File: config.mk
export PLATFORM = sky130hd
export DESIGN_NAME = vpic_ctrl
export DESIGN_NICKNAME = d
export VERILOG_FILES = /design/src/rtl/vpic_ctrl.sv
export SDC_FILE = /design/constraint.sdc
export NUM_CORES = 1
export LEC_CHECK = 0
export BUFFER_PORTS_ARGS = -buffer_cell sky130_fd_sc_hd__buf_2
export CAP_MARGIN = 30
export CORE_MARGIN = 10
export CORE_UTILIZATION = 55
export CTS_CLUSTER_SIZE = 40
export DETAILED_ROUTE_END_ITERATION = 12
export GPL_ROUTABILITY_DRIVEN = 0
export PLACE_DENSITY = 0.85
export RECOVER_POWER = 50
export SYNTH_ARGS = -nofsm -noshare
export SYNTH_HDL_FRONTEND = slang
export SYNTH_SLANG_ARGS = --single-unit
File: constraint.sdc
create_clock -name clk -period 2.6 [get_ports clk]
set_clock_uncertainty 0.05 [all_clocks]
set_input_delay 0.13 -clock clk [delete_from_list [all_inputs] [get_ports clk]]
set_output_delay 0.13 -clock clk [all_outputs]
set_load 0.01 [all_outputs]
File: src/rtl/vpic_ctrl.sv
module vpic_ctrl #(
  parameter int CH_BASE = 28
) (
  input  logic        clk,
  input  logic        rst_n,
  input  logic [31:0] src,
  input  logic        wr_en,
  input  logic [1:0]  addr,
  input  logic [31:0] wdata,
  output logic [31:0] rdata,
  output logic        irq_req,
  output logic [2:0]  irq_level
);
  localparam int VW   = 5;
  localparam int NSRC = 1 << VW;
  localparam logic [31:0] CFG_KEEP = 32'h00FF_FF80;

  logic [31:0]     cfg_q;
  logic [NSRC-1:0] pend_q, mask_q, active, clr_vec;
  logic [VW-1:0]   vec_q, fix_win, ch_win, win;
  logic            ch_any, hp_hit, ack;
  logic [VW-1:0]   hp_sel;

  assign hp_sel    = cfg_q[12:8];
  assign irq_level = cfg_q[15:13];
  assign active    = pend_q & mask_q;
  assign irq_req   = cfg_q[7] & (|active);
  assign ack       = wr_en && addr == 2'd3 && wdata[0];
  assign clr_vec   = (wr_en && addr == 2'd1) ? wdata : '0;
  assign hp_hit    = (hp_sel != '0) && active[hp_sel];

  always_comb begin
    fix_win = '0;
    for (int i = 1; i < NSRC; i++)
      if (active[i]) fix_win = VW'(i);
  end

  always_comb begin
    logic [VW-1:0] cand;
    ch_win = '0;
    ch_any = 1'b0;
    for (int s = 3; s >= 0; s--) begin
      cand = VW'(CH_BASE) + VW'(cfg_q[16 + 2*s +: 2]);
      if (active[cand]) begin
        ch_win = cand;
        ch_any = 1'b1;
      end
    end
  end

  assign win = hp_hit ? hp_sel : (ch_any ? ch_win : fix_win);

  always_ff @(posedge clk) begin
    if (!rst_n) begin
      cfg_q  <= '0;
      pend_q <= '0;
      mask_q <= '0;
      vec_q  <= '0;
    end else begin
      pend_q <= ((pend_q & ~clr_vec) | src) & ~NSRC'(1);
      if (wr_en && addr == 2'd0) cfg_q  <= wdata & CFG_KEEP;
      if (wr_en && addr == 2'd2) mask_q <= wdata;
      if (ack) vec_q <= (|active) ? win : '0;
    end
  end

  always_comb begin
    case (addr)
      2'd0:    rdata = cfg_q;
      2'd1:    rdata = pend_q;
      2'd2:    rdata = mask_q;
      default: rdata = {16'd0, vec_q, 11'd0};
    endcase
  end

  AST_IDLE_ACK_ERRVEC: assert property (@(posedge clk) disable iff (!rst_n)
    (ack && active == '0) |=> vec_q == '0);
  AST_VEC_WAS_ACTIVE: assert property (@(posedge clk) disable iff (!rst_n)
    ack |=> (vec_q == '0) || ((($past(active) >> vec_q) & 32'd1) != 32'd0));
  AST_VEC_HOLDS: assert property (@(posedge clk) disable iff (!rst_n)
    !ack |=> $stable(vec_q));
  AST_W1C_CLEARS: assert property (@(posedge clk) disable iff (!rst_n)
    (clr_vec != '0) |=> (pend_q & $past(clr_vec & ~src)) == '0);
  AST_PEND_STICKY: assert property (@(posedge clk) disable iff (!rst_n)
    1'b1 |=> (($past(pend_q) & ~$past(clr_vec)) & ~pend_q) == '0);
  AST_PROMOTED_WINS: assert property (@(posedge clk) disable iff (!rst_n)
    (ack && hp_hit) |=> vec_q == $past(hp_sel));
endmodule

==> flow_summary.yaml, run 1 <==
run_status:
  status: "complete, but fails checks"
  violations: "hold timing"
worst_setup_path:
  rr_worst_depth: 6
  crit_arrival_ns: 2.29
  reg2reg_from: "cfg_q[10]$_SDFFE_PN0P_"
  crit_start: "pend_q[31]$_SDFF_PN0_"
  cp_cell_sequence: "and2_1, nor4_2, nand4_1, nor4_2, nor2b_1, buf_2"
  path_class: "reg2out"
  start_kind: "flop"
  cp_slowest_stage_delay_ns: 0.48
  cp_max_fo: 7
  worstPathRequired_ns: 2.42
  cp_common_cell: "nor4_2"
  critical_path.top_delay_family: "simple AND/OR/NAND/NOR gates"
  slowest_stage: "nor4_2"
  worst-path-stages: 6
  endpoint_kind: "primary output"
  cp_num_buf_inv: 1
placed_design:
  place_hpwl_mm: 10.3
  dpl_worst_slack_ns: 0.334
  numPortBuffers: 103
  placed_cells: 792
  placed_area_um2: 5400
floorplan:
  coreArea_um2: 8640
  rows: 34
  die_w_um: 114
  start_util: 0.558
  die_h_um: 114
  dieArea_um2: 12900
  ios: 105
synthesis:
  synth_edf_count: 0
  synth_cells: 611
  synth-simple-area-share: 0.250
  synth_top_family_by_area: "simple AND/OR/NAND/NOR gates"
  syn_area_per_cell_um2: 7.88
  synthAdderAreaFrac: 0
  synth_seq_cells: 85
  synth_ff_type: "dfxtp_1"
  ys_types: 47
  synthArstFlopShare: 0
  syn_nets: 680
  synth_area_um2: 4810
  synthXorXnorAreaFrac: 0
  muxShareOfSynthArea: 0.106
  seq_area_frac_synth: 0.353
  yosys_warnings: 0
  synth-compound-area-share: 0.249
global_route:
  grt.total_usage: 0.232
  grt_max_degree: 72
  grt_pass1_wl_mm: 24.9
  grt_pass1_vias: 5075
  antenna_found_initial: 0
  gr-total-overflow: 0
pwr:
  power.total_mw: 2.87
  pwr_density_cell_nw_per_um2: 465
  peakVddDrop_v: 0.000342
  power.leakage_nw: 2.41
sta:
  holdWs_ns: -0.00300
  fmax_ghz: 0.405
  drv_slew: 0
  final-hold-violation-count: 1
  fin_crit_sh: 0.950
  rsz0062_at_grt: "false"
  tns_ns: 0
  tightest_slew_ns: 1.42
  relSlewSlack: 0.0524
  min_period_ns: 2.47
  post-route-worst-setup-slack_ns: 0.130
  setup_violations: 0
clock_tree:
  htreeDepth: 3
  clkTransAtPathRegs_ns: 0.09
  cts_setup_buffers: 0
  clk_latency_ns: 0.36
  cts_buffers: 9
  cts_max_path_buffers: 2
  cts.sinks: 85
  cts_tree: "yes"
  cts-root-buf: "clkbuf_8"
route:
  drt_iter0_drc: 461
  vias: 5072
  wl_per_cell_um: 17.7
  vias_per_cell: 5.84
  drc_errors: 0
  ant_nets: 0
  drtPass1Iterations: 5
  routed_wl_mm: 15.4
finish:
  post-route-util: 0.714
  diodes: 0
  final_cell_count_no_fill: 868
  syn_to_final_growth_pct: 28.1
  design_area_um2: 6170
  final_layout_size_suffix_gt1_frac: 0.186
  fin_nets: 824
worst_hold_path:
  min_path_cells: 3
  hp-class: "in2reg"
  hp-start: "wdata[12]"
flow_run:
  max-cap-violations: 0
[final timing paths]
path,slack (ns),to
max,0.13,irq_req
min reg2reg,0.42,mask_q[0]$_SDFFE_PN0P_
min,-0.003,cfg_q[12]$_SDFFE_PN0P_
max reg2reg,0.26,vec_q[0]$_SDFFE_PN0P_
[tightest hold or removal path, cell delays in order]
cell	delay, ns
buf_2	0.11
nand2_1	0.05
a21boi_0	0.07
[sequential cells by signal, summed over array words and instances (netlist names)]
| signal | flops |
|---|---|
| cfg_q | 17 |
| mask_q | 32 |
| pend_q | 31 |
| vec_q | 5 |
[cells in the final DEF, fill, tap and decap left out, drive strengths merged, types with 2 or more instances in the layout]
cell / n
nor3b: 2
nand3: 14
dfxtp: 85
a21oi: 44
o21ai: 26
dlygate4sd3: 60
nand2: 187
a32o: 4
o211a: 2
a22o: 19
a31oi: 2
nor4: 2
nand4: 4
o311ai: 2
a211o: 3
mux4: 14
nor2b: 36
buf: 100
and2: 11
nor2: 9
nand2b: 2
a21boi: 50
clkinv: 2
o2bb2ai: 2
clkbuf: 28
a22oi: 7
mux2i: 18
a211oi: 2
o211ai: 4
inv: 5
[routing by layer]
metal | part of all wire | track usage | routed length (µm)
met1 | 0.41 | 0.276 | 6300
met3 | 0.094 | 0.0635 | 1440
met2 | 0.47 | 0.378 | 7200
met4 | 0.027 | 0.112 | 409
met5 | 0 | 0 | 0
[kinds of logic after synthesis]
group / Yosys count
AND/OR/NAND/NOR: 271
flip-flops: 85
buffers and inverters: 48
AO/OA/AOI/OAI: 174
multiplexers: 33
[synth_stat cells, types with 5 or more instances]
library cell    n  share of area
nand3_1        14          0.015
a21oi_1        44          0.046
nand2_1       186           0.15
a21boi_0       50          0.078
nor2b_1        36          0.047
dfxtp_1        85           0.35
and2_1         11          0.014
nor2_1          9         0.0070
a22o_1         19          0.035
a22oi_1         7          0.011
mux4_2         14          0.065
clkbuf_1       35          0.027
mux2i_1        18          0.037
inv_1           5         0.0039
o21ai_0        23          0.024
[report_power, final]
group          switching (mW)  leakage, nW  internal, mW  total (mW)
clock                   0.482       0.0964         0.468       0.950
sequential             0.0771        0.698          1.36        1.44
combinational           0.237         1.62         0.240       0.477
total                   0.796         2.41          2.07        2.87
[final cells by class]
class / instances / area [µm²]
clock buffer: 12 / 145
clock inverter: 4 / 47.5
fill: 685 / 2470
inverter: 5 / 18.8
multi-input combinational: 478 / 2920
sequential: 85 / 1700
tap: 108 / 135
timing repair buffer: 176 / 1200
[repair_timing]
action,4_1_cts,5_1_grt
gates resized for setup,0,0
hold buffers,60,0
endpoints found under the hold margin,67,0
Note: power is estimated with default switching activity, not from simulation.
==> run 2, diff against run 1 <==
CORE_MARGIN = 4   (was 10)
==> flow_summary.yaml, run 2 (same netlist as run 1, synthesis figures left out) <==
finish:
  final_cell_count_no_fill: 868
  layout_commonest_cell: "nand2_1"
  design_area_um2: 6190
  largest_reg_flops: 32
  reg_top3: "mask_q (32), pend_q (31), cfg_q (17)"
  top_register: "mask_q"
  fin_nets: 827
  final_layout_size_suffix_gt1_frac: 0.177
  fillerInstances: 649
  syn_to_final_growth_pct: 28.5
  final_cell_mix: "nand2_1 (186), dfxtp_1 (85), buf_2 (85)"
placed_design:
  dpl_worst_slack_ns: 0.287
  placed_area_um2: 5380
  numPortBuffers: 103
  placed_cells: 789
  place_hpwl_mm: 10.1
pwr:
  power.leakage_nw: 2.40
  pwr_density_cell_nw_per_um2: 468
  peakVddDrop_v: 0.000302
sta:
  tightest_slew_ns: 1.50
  final-hold-violation-count: 0
  min_period_ns: 2.45
  holdWs_ns: 0.0187
  drv_slew: 0
  setup_violations: 0
  tns_ns: 0
  rsz0062_at_grt: "false"
  fin_crit_sh: 0.943
  post-route-worst-setup-slack_ns: 0.149
  relSlewSlack: 0.000517
  fmax_ghz: 0.408
clock_tree:
  htreeDepth: 3
  clkTransAtPathRegs_ns: 0.09
  cts_tree: "yes"
  cts-root-buf: "clkbuf_8"
  cts_max_path_buffers: 2
  clk_latency_ns: 0.36
  cts_buffers: 9
  cts.sinks: 85
global_route:
  antenna_found_initial: 0
  grt.total_usage: 0.306
  grt_pass1_wl_mm: 24.9
  grt_pass1_vias: 5183
  grt_max_degree: 52
  gr-total-overflow: 0
worst_setup_path:
  rr_worst_depth: 6
  cp_max_fo: 5
  path_class: "reg2out"
  start_kind: "flop"
  reg2reg_from: "cfg_q[10]$_SDFFE_PN0P_"
  endpoint: "irq_req"
  crit_arrival_ns: 2.27
  worstPathRequired_ns: 2.42
  crit_start: "pend_q[23]$_SDFF_PN0_"
  endpoint_kind: "primary output"
  rrSetupSlack_ns: 0.24
  timing.rr.end: "vec_q[0]$_SDFFE_PN0P_"
floorplan:
  dieArea_um2: 10300
  die_h_um: 102
  start_util: 0.574
  rows: 33
  die_w_um: 102
  coreArea_um2: 8380
  ios: 105
worst_hold_path:
  hp-class: "in2reg"
route:
  routed_wl_mm: 15.5
  wl_per_cell_um: 17.8
  drtPass1Iterations: 5
  vias: 5262
  drc_errors: 0
  vias_per_cell: 6.06
  drt_iter0_drc: 430
  ant_nets: 0
run_status:
  status: "complete, but fails checks"
  violations: "capacitance limit"
flow_run:
  max-cap-violations: 1
run 2: cell type report:
| type | instances | area (µm²) | share of cell area |
|---|---|---|---|
| inverter | 5 | 18.8 | 0.00303 |
| timing repair buffer | 179 | 1210 | 0.195 |
| antenna | 1 | 2.50 | 0.000404 |
| tap | 105 | 131 | 0.0212 |
| clock inverter | 4 | 47.5 | 0.00768 |
| clock buffer | 11 | 151 | 0.0245 |
| multi-input combinational | 478 | 2930 | 0.473 |
| sequential | 85 | 1700 | 0.275 |
run 2: how the worst min path moves through the flow:
stage                         start                 endpoint  slack, ns  depth (start not counted)
after floorplan             src[10]    pend_q[10]$_SDFF_PN0_       0.22                          2
after global placement       src[9]     pend_q[9]$_SDFF_PN0_       0.30                          3
after detailed placement     src[1]     pend_q[1]$_SDFF_PN0_       0.31                          3
after CTS                 wdata[10]   cfg_q[10]$_SDFFE_PN0P_      0.002                          3
after global routing      wdata[10]  mask_q[10]$_SDFFE_PN0P_      0.009                          3
final                     wdata[10]  mask_q[10]$_SDFFE_PN0P_       0.02                          3
run 2: critical path, stage by stage (launching register included):
cell     delay [ns]
dfxtp_1        0.36
a22oi_1        0.36
nand3_1        0.20
or2_2          0.36
nor4_4         0.36
nor2b_1        0.12
buf_2          0.16
run 2: metal layers:
layer | GRT usage | up-vias | routed length [µm]
met1 | 0.366 | 2441 | 5930
met3 | 0.0716 | 56 | 1600
met5 | 0 | - | 0
met4 | 0.146 | 0 | 528
li1 | - | 2429 | -
met2 | 0.517 | 336 | 7420
run 2: metrics by stage:
step | total power [mW] | utilization
6_report | 2.90 | 0.738
2_1_floorplan | 1.70 | -
3_5_place_dp | 1.87 | 0.642
4_1_cts | 2.89 | 0.740
5_1_grt | 3.02 | 0.738
3_3_place_gp | 1.85 | 0.642
run 2: power breakdown:
part	switching, mW	internal (mW)	leakage [nW]
registers	0.0760	1.36	0.698
logic	0.245	0.245	1.60
clock network	0.481	0.488	0.101
total	0.803	2.10	2.40
run 2: what timing repair did:
item / 4_1_cts / 5_1_grt
hold buffers: 62 / 0
buffers inserted: 0 / 1
setup endpoints to repair: 0 / 1
hold endpoints to repair: 70 / 0
resized for setup: 0 / 1
